### config.mk
export PLATFORM = sky130hd
export DESIGN_NAME = elm_sign_extract
export DESIGN_NICKNAME = d
export VERILOG_FILES = /design/src/rtl/elm_pkg.sv /design/src/rtl/elm_decode.sv /design/src/rtl/elm_pack.sv /design/src/rtl/elm_sign_extract.sv
export SDC_FILE = /design/constraint.sdc
export NUM_CORES = 1
export LEC_CHECK = 0
export BUFFER_PORTS_ARGS = -buffer_cell sky130_fd_sc_hd__buf_2
export CAP_MARGIN = 10
export CELL_PAD_IN_SITES_DETAIL_PLACEMENT = 0
export CELL_PAD_IN_SITES_GLOBAL_PLACEMENT = 1
export CORE_MARGIN = 4
export CORE_UTILIZATION = 42
export DETAILED_ROUTE_END_ITERATION = 16
export HOLD_SLACK_MARGIN = 0.02
export PLACE_DENSITY_LB_ADDON = 0.15
export REMOVE_ABC_BUFFERS = 1
export SLEW_MARGIN = 30
export SYNTH_ARGS = -nofsm -noshare
export SYNTH_HDL_FRONTEND = slang
export SYNTH_HIERARCHICAL = 1
export SYNTH_SLANG_ARGS = --single-unit
export TNS_END_PERCENT = 1
### constraint.sdc
create_clock -name clk -period 5 [get_ports clk]
set_clock_uncertainty 0.05 [all_clocks]
set_input_delay 0 -clock clk [delete_from_list [all_inputs] [get_ports clk]]
set_output_delay 0 -clock clk [all_outputs]
set_load 0.03 [all_outputs]
### src/rtl/elm_pkg.sv
package elm_pkg;

    localparam logic [5:0]  MAJOR_OP = 6'b000100;
    localparam logic [10:0] EXT_OP   = 11'b11001000010;

    localparam logic [4:0] SEL_B = 5'b01000;
    localparam logic [4:0] SEL_H = 5'b01001;
    localparam logic [4:0] SEL_W = 5'b01010;
    localparam logic [4:0] SEL_D = 5'b01011;
    localparam logic [4:0] SEL_Q = 5'b01100;

    localparam int NUM_SIZES = 5;

    typedef enum logic [2:0] {
        SZ_B = 3'd0,
        SZ_H = 3'd1,
        SZ_W = 3'd2,
        SZ_D = 3'd3,
        SZ_Q = 3'd4
    } elm_size_e;

    typedef enum logic [1:0] {
        ST_IDLE   = 2'd0,
        ST_RESULT = 2'd1,
        ST_TRAP   = 2'd2
    } elm_state_e;

    typedef struct packed {
        logic       hit;
        logic       known;
        elm_size_e  size;
        logic [4:0] dst;
    } elm_dec_t;

endpackage

### src/rtl/elm_decode.sv
module elm_decode
    import elm_pkg::*;
(
    input  logic [31:0] insn_i,
    output elm_dec_t    dec_o
);

    logic unused_src_field;
    assign unused_src_field = ^insn_i[15:11];

    always_comb begin
        dec_o       = '0;
        dec_o.dst   = insn_i[25:21];
        dec_o.hit   = (insn_i[31:26] == MAJOR_OP) && (insn_i[10:0] == EXT_OP);
        dec_o.size  = SZ_B;
        dec_o.known = 1'b0;
        unique case (insn_i[20:16])
            SEL_B: begin dec_o.size = SZ_B; dec_o.known = dec_o.hit; end
            SEL_H: begin dec_o.size = SZ_H; dec_o.known = dec_o.hit; end
            SEL_W: begin dec_o.size = SZ_W; dec_o.known = dec_o.hit; end
            SEL_D: begin dec_o.size = SZ_D; dec_o.known = dec_o.hit; end
            SEL_Q: begin dec_o.size = SZ_Q; dec_o.known = dec_o.hit; end
            default: begin dec_o.size = SZ_B; dec_o.known = 1'b0; end
        endcase
    end

endmodule

### src/rtl/elm_pack.sv
module elm_pack #(
    parameter int VEC_W  = 128,
    parameter int ELEM_W = 8,
    parameter int OUT_W  = 64
) (
    input  logic [VEC_W-1:0] vec_i,
    output logic [OUT_W-1:0] mask_o
);

    localparam int N_ELEM = VEC_W / ELEM_W;

    logic unused_body_bits;
    assign unused_body_bits = ^vec_i;

    for (genvar k = 0; k < N_ELEM; k++) begin : g_tap
        assign mask_o[k] = vec_i[k*ELEM_W + ELEM_W - 1];
    end

    if (N_ELEM < OUT_W) begin : g_fill
        assign mask_o[OUT_W-1:N_ELEM] = '0;
    end

endmodule

### src/rtl/elm_sign_extract.sv
module elm_sign_extract
    import elm_pkg::*;
#(
    parameter int VEC_W  = 128,
    parameter int RES_W  = 64,
    parameter int INSN_W = 32,
    parameter int IDX_W  = 5
) (
    input  logic              clk,
    input  logic              rst,
    input  logic              insn_valid_i,
    input  logic [INSN_W-1:0] insn_i,
    input  logic [VEC_W-1:0]  vec_i,
    input  logic              vec_en_i,
    output logic              res_valid_o,
    output logic              res_illegal_o,
    output logic [RES_W-1:0]  res_data_o,
    output logic [IDX_W-1:0]  res_dest_o
);

    localparam int MAX_BITS = VEC_W / 8;

    elm_dec_t   dec;
    elm_state_e state_q, state_d;
    logic [RES_W-1:0] masks [NUM_SIZES];
    logic [RES_W-1:0] mask_sel;
    logic [RES_W-1:0] data_q;
    logic [IDX_W-1:0] dst_q;

    elm_decode i_dec (
        .insn_i (insn_i[31:0]),
        .dec_o  (dec)
    );

    for (genvar g = 0; g < NUM_SIZES; g++) begin : g_size
        elm_pack #(
            .VEC_W  (VEC_W),
            .ELEM_W (8 << g),
            .OUT_W  (RES_W)
        ) i_pack (
            .vec_i  (vec_i),
            .mask_o (masks[g])
        );
    end

    always_comb begin
        unique case (dec.size)
            SZ_B:    mask_sel = masks[0];
            SZ_H:    mask_sel = masks[1];
            SZ_W:    mask_sel = masks[2];
            SZ_D:    mask_sel = masks[3];
            SZ_Q:    mask_sel = masks[4];
            default: mask_sel = '0;
        endcase
    end

    // next-state selection
    always_comb begin
        if (insn_valid_i && dec.known) begin
            state_d = vec_en_i ? ST_RESULT : ST_TRAP;
        end else begin
            state_d = ST_IDLE;
        end
    end

    // state register and payload
    always_ff @(posedge clk) begin
        if (rst) begin
            state_q <= ST_IDLE;
            data_q  <= '0;
            dst_q   <= '0;
        end else begin
            state_q <= state_d;
            data_q  <= (state_d == ST_RESULT) ? mask_sel : '0;
            if (insn_valid_i && dec.known) begin
                dst_q <= dec.dst;
            end
        end
    end

    // outputs from state
    always_comb begin
        res_valid_o   = 1'b0;
        res_illegal_o = 1'b0;
        unique case (state_q)
            ST_IDLE:   begin res_valid_o = 1'b0; res_illegal_o = 1'b0; end
            ST_RESULT: begin res_valid_o = 1'b1; res_illegal_o = 1'b0; end
            ST_TRAP:   begin res_valid_o = 1'b0; res_illegal_o = 1'b1; end
            default:   begin res_valid_o = 1'b0; res_illegal_o = 1'b0; end
        endcase
    end

    assign res_data_o = data_q;
    assign res_dest_o = dst_q;

    assert_trap_R9: assert property (@(posedge clk) disable iff (rst)
        (insn_valid_i && dec.known && !vec_en_i) |=>
        (res_illegal_o && !res_valid_o && res_data_o == '0));

    assert_unhandled_R10: assert property (@(posedge clk) disable iff (rst)
        (insn_valid_i && !dec.known) |=> (!res_valid_o && !res_illegal_o));

    assert_quad_R6: assert property (@(posedge clk) disable iff (rst)
        (insn_valid_i && dec.known && vec_en_i && dec.size == SZ_Q) |=>
        (res_data_o == {{(RES_W-1){1'b0}}, $past(vec_i[VEC_W-1])}));

    assert_zero_ext_R8: assert property (@(posedge clk) disable iff (rst)
        res_data_o[RES_W-1:MAX_BITS] == '0);

    assert_idle_R13: assert property (@(posedge clk) disable iff (rst)
        !insn_valid_i |=> (!res_valid_o && !res_illegal_o));

    assert_dest_R11: assert property (@(posedge clk) disable iff (rst)
        (insn_valid_i && dec.known && vec_en_i) |=>
        (res_dest_o == $past(insn_i[25:21])));

endmodule

After elaboration in Yosys (flattened, before gate mapping) --
Cells that the tools add are included.
Storage, ports and cells: register bits 71, logic and storage cells 28
Operators by class: equal/unequal tests 14, muxes and demuxes 6, bitwise gates (word level) 1, reductions and logical operators 4
Operators by type and width (number):
- one-hot mux 16 bit (5 select lines) | 1
- equality test 5 x 4 -> 1 bit, second input constant | 5
- one-hot mux 4 bit (5 select lines) | 1
- equality test 11 bit, second input constant | 1
- equality test 3 x 2 -> 1 bit, second input constant | 2
- equality test 6 x 3 -> 1 bit, second input constant | 1
- equality test 2 x 1 -> 1 bit, second input constant | 2
- 2-to-1 mux 2 bit | 2
- equality test 3 x 1 -> 1 bit, second input constant | 1
- equality test 3 bit, second input constant | 1
- zero test 3 bit | 1
- equality test 2 bit, second input constant | 1
- logical AND 1 bit | 2
- 2-to-1 mux 1 bit | 2
- OR reduction 2 bit | 1
- NOT 1 bit | 1

Depth between registers and ports, before layout --
Gate-level depths: netlist of the first run.
depth after elaboration 8, depth in mapped cells 8, depth with buffers taken out 7

Modules after synthesis --
The synthesis of the first run kept the hierarchy.
Modules (own cells, without submodules):
- elm_sign_extract | instances 1, cells each 598, area each 5196.2 um2, seq. area each 1421.4 um2
- elm_pack | instances 5, cells each 65, area each 484.2 um2, seq. area each 0.0 um2
- elm_decode | instances 1, cells each 19, area each 142.6 um2, seq. area each 0.0 um2

Worst setup path before layout of the first run --
Ideal clock, no wire load.
kind input to register, start point in insn_i[31], end point reg data_q[49] (netlist: res_data_o[49]), library setup time 0.066 ns, arrival 1.647 ns, required time 4.884 ns, slack 3.237 ns, stages on the path 8, path buffers 1, path through nor4_1 -> nand2_1 -> nor4b_2 -> nand2_4 -> nor3b_4 -> nand2_4 -> buf_6 -> a21oi_2
RTL lines:
- start, declared | line elm_sign_extract.sv:12 | input logic [INSN_W-1:0] insn_i,
- end signal, assigned | line elm_sign_extract.sv:74 | data_q <= (state_d == ST_RESULT) ? mask_sel : '0;
- end, declared | line elm_sign_extract.sv:27 | logic [RES_W-1:0] data_q;

==> metrics, run 1 <==
status=finished, final reports clean; top fanout value on the critical path=45; I/O Buffers=117; num ports=~240; total internal power=between 0.001 and 0.0015 W; maximum vdd drop=~0.00015 V; Leak=approximately 3.4 nW; PwrDens=182 mW/mm^2; Final Wtd Congestion=~0.70; Final Hold Viols=0; post-layout util=41.9%; Least-Margin Pin Slew=954 ps; DIE AREA=0.0207 mm^2; unrepaired setup endpoints after global routing=false; Final Cell Area=0.00758 mm^2; Placed Cells=roughly 1200; Final WS setup=about 2400 ps; CTS buffer count=9; Slew Limit Fails=0; Post-Place Cell Area=approximately 0.007 mm^2; max-cap violation count=0; slowest stage delay, CP=approximately 660 ps; CP arrival=roughly 2900 ps; die span in y=about 140 um; Critical Path, Cell by Cell=buf_2 > nor4_1 > nand2_1 > nor4b_2 > nand2_4 > nor3b_4 > nand2_4 > a21oi_2 > dlygate4sd3_1; DR DRC count=0; GRT Util Overall=between 10% and 20%; Top cell by count, worst path=nand2_4; HP Class=in -> reg; Net count, final=around 1200; clk sinks=slightly above 70; Sequential Power Share=between 40% and 50%; largest net degree at the start of global routing=194; sw frac=between 20% and 30%; Avg Vias per Cell=3.90; Req. time, crit path=5240 ps; initial antenna violation count=0; CTS tree=yes; FMAX=approximately 0.38 GHz; clk buf depth=2; share of cells above drive strength 1=31.5%; final wirelength=between 10000 and 15000 um; Finished Layout Cells=approximately 1200; clk slew on worst S/H paths=60 ps; GR Overflow Total=0; kind of critical path=in -> reg; antenna cells=0; Antenna Violating Nets Remaining=0; setup violators final=0; core area=approximately 0.018 mm^2; synthesized area=0.00776 mm^2; Final Cycle Share=between 50% and 60%; net load switching power=~0.00037 W; Synth Area per Inst=between 8 and 9 um^2; clock power share=around 43%; Placement Setup Slack=around 2100 ps; vias in the first global route=between 4000 and 5000; H-tree depth=3; Die Span X=144 um; cell count after synthesis=941; DRT iter0 DRCs=180; Ys Warns=6; Setup crit start kind=primary input; Comb pwr share=16.2%; post-CTS setup buffer count=0; starting density of the core=approximately 43%; CP max-delay cell=nor4b_2; via count=approximately 4900; row count=49; detailed placement HPWL=around 7600 um; crit path time final=about 2600 ps; worst skew pair latency=between 300 and 400 ps; global-route wire length before repair=21300 um; crit end category=flop; per-cell routed wire length=just over 10 um; area delta synth->final=-2.23%; Pwr Total=0.00138 W; clock root buffer=clkbuf_16; DRT Pass-1 Iters=4; Slew HR=a little over a third
-- per-layer routing --
| layer | up-vias | share of wire (%) | GRT usage (%) |
|---|---|---|---|
| met1 | 2098 | 50 | 16.0 |
| met5 | - | 0 | 0 |
| met4 | 0 | 1.8 | 5.05 |
| met3 | 16 | 4.5 | 2.16 |
| li1 | 2662 | - | - |
| met2 | 86 | 44 | 21.7 |
-- registers in the layout (all words and copies together) (netlist names) --
register / flops
res_data_o: 64
res_dest_o: 5
state_q: 2
-- critical path: cells and delay by family --
kind                   cells  cell delay [ps]
AO/OA/AOI/OAI              1              250
AND/OR/NAND/NOR            6             1920
buffers and inverters      2              660
-- layout make-up --
class,count,area (um^2)
multi-input combinational,774,4620
clock inverter,4,22.5
clock buffer,12,236
fill,1906,10500
tap,229,287
timing repair buffer,157,1000
sequential,71,1420
-- layout by cell type, fill, tap and decap left out, types with 6 or more instances in the layout --
| cell type | count |
|---|---|
| conb_1 | 289 |
| buf_2 | 117 |
| mux2_2 | 113 |
| a21oi_1 | 73 |
| dfxtp_1 | 71 |
| nand2_1 | 70 |
| nand2b_1 | 65 |
| o21ai_1 | 64 |
| a21oi_2 | 60 |
| dlygate4sd3_1 | 31 |
| mux2_1 | 14 |
| clkbuf_16 | 9 |
| nand3_1 | 6 |
| buf_4 | 6 |
-- power groups by stage --
| stage | Combinational (W) | Sequential (W) | Clock (W) |
|---|---|---|---|
| final | 0.000223 | 0.000566 | 0.000589 |
| after global routing | 0.000262 | 0.000565 | 0.000637 |
| after CTS | 0.000217 | 0.000565 | 0.000627 |
| after detailed placement | 0.000206 | 0.000578 | 0 |
| after global placement | 0.000207 | 0.000578 | 0 |
| after floorplan | 0.000188 | 0.000578 | 0 |
-- per-stage QoR --
step	hold WS (ps)	setup TNS, ps
CTS	22.9	0
global placement	152	0
floorplan	19.1	-613110
detailed placement	146	0
global route	61.4	0
finish	38.8	0
-- what timing repair did --
| action | in CTS | in global routing |
|---|---|---|
| endpoints found under the hold margin | 17 | 0 |
| gates resized for setup | 0 | 0 |
| hold buffers | 31 | 0 |
-- worst paths after layout --
kind                         startpoint                          to  slack (ps)  cells after the start
max                          insn_i[31]    res_data_o[2]$_SDFF_PP0_        2360                      9
min                           vec_i[95]   res_data_o[11]$_SDFF_PP0_          40                      4
max reg2reg  res_dest_o[0]$_SDFFE_PP0N_  res_dest_o[0]$_SDFFE_PP0N_        3800                      3
min reg2reg  res_dest_o[2]$_SDFFE_PP0N_  res_dest_o[2]$_SDFFE_PP0N_         960                      3
Note: power is estimated with default switching activity, not from simulation.
==> inputs of run 2 (changes only) <==
Settings changed: ABC_AREA set to 1, CORE_UTILIZATION 42 to 33.
Clock period 5 ns to 2.15 ns, I/O delays scaled along.
==> run 2 against run 1 <==
Net effect:
- first-iteration DRC count increased by 73%
- routed wire length increased by 26%
- combinational power increased by 130%
- sequential power increased by 130%
- die area increased by 19%
- clock-buffer cell count decreased by 2
- sequential cell count unchanged
- worst hold slack improved by 7.9 ps
- critical path depth increased by 1
- area after synthesis decreased by 5.7%
- critical endpoint is now res_data_o[5]$_SDFF_PP0_
- highest routed layer unchanged
==> metrics, run 2 <==
status=finished, final reports clean; detailed placement HPWL=9870 um (+30%); clk sinks=71 (unchanged); Critical Path, Cell by Cell=buf_2 > nor2_1 > nand2_1 > nor2_4 > buf_4 > nand3_1 > o21ai_0 > nor2_1 > dlygate4sd3_1 > nor2_1; worst skew pair latency=330 ps (about the same); top fanout value on the critical path=24 (-47%); GRT Util Overall=13.2% (+0.44 points); DRT Pass-1 Iters=4 (unchanged); global route hottest layer=met2; per-cell routed wire length=11.1 um (+8.3%); maximum vdd drop=0.000298 V (+100%); GR Overflow Total=0 (unchanged); commonest non-fill, non-tap cell in the layout=conb_1; Post-Place Cell Area=0.00660 mm^2 (-5.5%); cell count after synthesis=1113 (+18%); die span in y=157 um (+9.0%); CTS tree=yes; Synth Area per Inst=6.57 um^2 (-20%); share of cells above drive strength 1=13.5% (-18 points); clk slew on worst S/H paths=60 ps (about the same); H-tree depth=3 (unchanged); Resized Gates After CTS=0 (unchanged); Ys Warns=6 (unchanged); clock root buffer=clkbuf_16; crit end category=flop; row count=54 (+10%); antenna cells=0 (unchanged); Antenna Violating Nets Remaining=0 (unchanged); Final Cycle Share=78.1%; Finished Layout Cells=1454 (+17%); M3 GR Usage=2.39% (+0.23 points); starting density of the core=33.5% (-9.4 points); clk buf depth=2 (unchanged); synthesized area=0.00732 mm^2 (-5.7%); Leak=3.57 nW (+4.7%); HP Class=in -> reg; num ports=235 (unchanged); met1 track demand over resource=18.8% (+2.7 points); kind of critical path=in -> reg; DR DRC count=0 (unchanged); Req. time, crit path=2370 ps (-2870 ps); via count=5578 (+15%); area delta synth->final=-1.85%; Top cell by count, worst path=nor2_1; Slew Limit Fails=0 (unchanged); M2 GR Usage=20.8% (-0.85 points); max-cap violation count=0 (unchanged); DRT iter0 DRCs=312 (+73%); post-CTS setup buffer count=0 (unchanged); core area=0.0218 mm^2 (+21%); PwrDens=481 mW/mm^2 (+160%); CP max-delay cell=dlygate4sd3_1; Die Span X=157 um (+9.0%); Placed Cells=1411 (+18%); Final Wtd Congestion=0.699 (-0.37%); final wirelength=16200 um (+26%); fillcell total=2489 (+31%); vias in the first global route=5141 (+12%); Setup crit start kind=primary input; Final Cell Area=0.00718 mm^2 (-5.3%); Avg Vias per Cell=3.84 (-1.6%); Net count, final=1333 (+13%); crit path time final=approximately 1700 ps; initial antenna violation count=0 (unchanged); largest net degree at the start of global routing=90 (-54%); most frequent cells in the layout=conb_1, nand3_1, nor2_1; Slew HR=39.7% (+3.3 points); CP arrival=1900 ps (-970 ps); global-route wire length before repair=26600 um (+25%); setup violators final=0 (unchanged); CTS buffer count=9 (unchanged); I/O Buffers=117 (unchanged); slowest stage delay, CP=560 ps (-100 ps); max reg flops=64 (unchanged); FMAX=0.595 GHz; DIE AREA=0.0246 mm^2 (+19%); Least-Margin Pin Slew=904 ps (-49.7 ps); unrepaired setup endpoints after global routing=false; Final Hold Viols=0 (unchanged)
==> run 2: cell types whose count changed in the layout (fill, tap and decap cells not counted), sizes merged, moves of 53 or more <==
cell and delta:
a21oi -128, inv +75, mux2 -127, nand2 -53
nand2b -65, nand3 +252, nand4 +66, nor2 +146
==> run 2: metrics by stage <==
stage          power (W)  hold slack, ps  worst slack (ps)  utilization (%)  TNS, ps
2_1_floorplan    0.00167            19.1             -2430                -   -35340
3_3_place_gp     0.00179             159               410             30.2        0
3_5_place_dp     0.00179             155               373             30.2        0
4_1_cts          0.00351            34.4               459             32.9        0
5_1_grt          0.00367            84.6               223             32.9        0
6_report         0.00345            46.7               470             32.9        0
==> run 2: worst paths after layout <==
| check | start | endpoint | slack (ps) | depth (start not counted) |
|---|---|---|---|---|
| worst min-delay path | vec_i[15] | res_data_o[0]$_SDFF_PP0_ | 50 | 5 |
| worst min register to register | res_dest_o[3]$_SDFFE_PP0N_ | res_dest_o[3]$_SDFFE_PP0N_ | 410 | 2 |
| worst max register to register | res_dest_o[4]$_SDFFE_PP0N_ | res_dest_o[4]$_SDFFE_PP0N_ | 990 | 3 |
| worst max-delay path | insn_i[20] | res_data_o[5]$_SDFF_PP0_ | 470 | 10 |
==> run 2: metal layers <==
layer	up-vias	share of wire (%)
met5	-	0
met3	6	5.3
li1	3156	-
met1	2306	51
met2	110	43
met4	0	0.51
==> run 2: critical path: cells and delay by family <==
family | cells | cell delay, ps
AOI/OAI and AO/OA | 1 | 100
buffers and inverters | 3 | 990
and+or+nand+nor | 6 | 810
==> run 2: final cells by class <==
cell class | count | area (um^2) | share of cell area, %
clock buffer | 10 | 229 | 3.19
clock inverter | 6 | 85.1 | 1.18
inverter | 75 | 284 | 3.95
multi-input combinational | 850 | 3810 | 53.0
sequential | 71 | 1420 | 19.8
tap | 280 | 350 | 4.88
timing repair buffer | 162 | 1000 | 14.0
==> run 2: report_power, final <==
part | switching, W | internal [W] | leakage, nW
Sequential | 0.0000000000864 | 0.00132 | 0.571
Clock | 0.000614 | 0.00101 | 0.148
Combinational | 0.000310 | 0.000200 | 2.85
==> run 2: what timing repair did <==
item	in CTS	in global routing
hold buffers	27	0
endpoints found under the setup margin	0	0
endpoints found under the hold margin	19	0
==> inputs of run 3 (changes only) <==
Clock period 2.15 ns to 1.5 ns, I/O delays scaled along.
==> run 3 against run 2 <==
Net effect:
- clock-buffer cell count rose by 2
- first-iteration DRC count down 22%
- power rose by 33%
- sequential power up 43%
- design area increased by 1.1%
- critical path type unchanged
==> metrics, run 3 (synthesis results as in run 2) <==
top fanout value on the critical path=7 (-71%); via count=5626 (+0.86%); post-layout util=33.3% (+0.37 points); slowest stage delay, CP=550 ps (about the same); endpoint of the worst register-to-register path=res_dest_o[4]$_SDFFE_PP0N_; Min Hold Slack=23.9 ps (-22.8 ps); Die Span X=157 um (unchanged); detailed placement HPWL=10300 um (+4.1%); fillcell total=2472 (-0.68%); DRT iter0 DRCs=243 (-22%); CTS buffer count=9 (unchanged); crit path time final=between 1000 and 1500 ps; Pwr Total=0.00458 W (+33%); post-CTS setup buffer count=0 (unchanged); maximum vdd drop=0.000345 V (+15%); PwrDens=631 mW/mm^2 (+31%); Slew Limit Fails=0 (unchanged); net load switching power=0.00129 W (+40%); H-tree depth=3 (unchanged); Least-Margin Pin Slew=771 ps (-133 ps); global-route wire length before repair=26500 um (-0.29%); Setup crit start kind=primary input; DRT Pass-1 Iters=4 (unchanged); max-cap violation count=0 (unchanged); commonest non-fill, non-tap cell in the layout=conb_1; Sum Neg Setup Slack=0 ps (unchanged); FMAX=roughly 0.73 GHz; Final Cycle Share=91.2%; crit end category=flop; Finished Layout Cells=1466 (+0.83%); HP Class=in -> reg; clk sinks=71 (unchanged); GRT Util Overall=13.3% (+0.095 points); DIE AREA=0.0246 mm^2 (unchanged); most frequent cells in the layout=conb_1, nand3_1, nor2_1; Comb pwr share=16.2% (+1.4 points); DR DRC count=0 (unchanged); worst reg-to-reg setup slack=310 ps (-680 ps); initial antenna violation count=0 (unchanged); area delta synth->final=-0.735%; clk buf depth=2 (unchanged); Leak=3.63 nW (+1.7%); Req. time, crit path=1740 ps (-630 ps); Hold Startpoint=vec_i[15]; Net count, final=1345 (+0.90%); status=finished, final reports clean; CTS tree=yes; total internal power=0.00329 W (+30%); starting density of the core=33.5% (unchanged); row count=54 (unchanged); Critical Path, Cell by Cell=buf_2 > or2_0 > nor2_1 > nand3_1 > nor2_1 > nand2_1 > buf_4 > inv_2 > nand2_1 > a21oi_1 > dlygate4sd3_1; Hold Crit Depth=5 (unchanged); per-cell routed wire length=10.9 um (-1.8%); Sequential Power Share=41.2% (+3.1 points); kind of critical path=in -> reg; largest net degree at the start of global routing=78 (-13%); clk slew on worst S/H paths=60 ps (about the same); clock power share=42.7% (-4.4 points); worst r2r path cells=3 (unchanged); sw frac=28.2% (+1.4 points); Final Wtd Congestion=0.727 (+4.1%); die span in y=157 um (unchanged); Antenna Violating Nets Remaining=0 (unchanged); vias in the first global route=5179 (+0.74%); unrepaired setup endpoints after global routing=false; Final Hold Viols=0 (unchanged); worst skew pair latency=350 ps (+20 ps); final wirelength=16000 um (-1.0%); I/O Buffers=117 (unchanged); CP arrival=1610 ps (-290 ps); num ports=235 (unchanged); core area=0.0218 mm^2 (unchanged); clock root buffer=clkbuf_16; worst r2r src=res_dest_o[4]$_SDFFE_PP0N_; antenna cells=0 (unchanged); Placed Cells=1427 (+1.1%); setup violators final=0 (unchanged); Slew HR=48.6% (+8.9 points); Hold Path End=res_data_o[0]$_SDFF_PP0_; max reg flops=64 (unchanged); Avg Vias per Cell=3.84 (about the same); CP max-delay cell=dlygate4sd3_1; share of cells above drive strength 1=14.8% (+1.3 points); GR Overflow Total=0 (unchanged)
-- run 3: changes by cell type in the layout (fill, tap and decap cells not counted), moves of 2 or more --
cell and change:
buf_12 +4, dlygate4sd3_1 -4, buf_4 +12, bufinv_16 -2
clkbuf_1 +2
-- run 3: cell type report --
class / count / area, um^2 / area share (%)
timing repair buffer: 174 / 1130 / 15.6
tap: 280 / 350 / 4.82
sequential: 71 / 1420 / 19.6
clock buffer: 12 / 236 / 3.26
multi-input combinational: 850 / 3810 / 52.5
clock inverter: 4 / 22.5 / 0.310
inverter: 75 / 284 / 3.91
-- run 3: per-layer routing --
metal / vias to the layer above / routed length [um] / global-route usage [%]
li1: 3180 / - / -
met3: 14 / 749 / 2.56
met4: 0 / 179 / 3.60
met1: 2330 / 8460 / 18.8
met2: 102 / 6630 / 20.6
met5: - / 0 / 0
-- run 3: worst max-delay path, delay by kind of cell --
kind,cells,cell delay (ps)
buffers and inverters,4,880
AND/OR/NAND/NOR,6,600
AO/OA/AOI/OAI,1,120
-- run 3: how the worst max path moves through the flow --
stage | startpoint | to | slack (ps) | cells past startpoint
after global placement | insn_i[20] | res_data_o[15]$_SDFF_PP0_ | 90 | 10
after CTS | insn_i[27] | res_dest_o[4]$_SDFFE_PP0N_ | 80 | 11
after floorplan | insn_i[19] | res_data_o[0]$_SDFF_PP0_ | -3080 | 8
final | insn_i[27] | res_dest_o[1]$_SDFFE_PP0N_ | 130 | 11
after global routing | insn_i[27] | res_dest_o[1]$_SDFFE_PP0N_ | 20 | 11
after detailed placement | insn_i[20] | res_data_o[3]$_SDFF_PP0_ | 70 | 10
-- run 3: what timing repair did --
item	4_1_cts	5_1_grt
gates resized for setup	0	3
endpoints found under the setup margin	0	3
hold buffers	23	0
endpoints found under the hold margin	18	0
-- run 3: per-stage QoR --
step	worst slack [ps]	area, um^2
after global routing	16.9	7260
after global placement	86.5	6770
after CTS	83.2	7260
final	132	7260
after floorplan	-3080	5490
after detailed placement	66.5	6770
-- run 3: power groups by stage --
| stage | clock network, W | logic, W | registers, W |
|---|---|---|---|
| 3_5_place_dp | 0 | 0.000664 | 0.00193 |
| 2_1_floorplan | 0 | 0.000473 | 0.00193 |
| 6_report | 0.00196 | 0.000741 | 0.00189 |
| 5_1_grt | 0.00213 | 0.000880 | 0.00188 |
| 4_1_cts | 0.00205 | 0.000706 | 0.00189 |
| 3_3_place_gp | 0 | 0.000668 | 0.00193 |
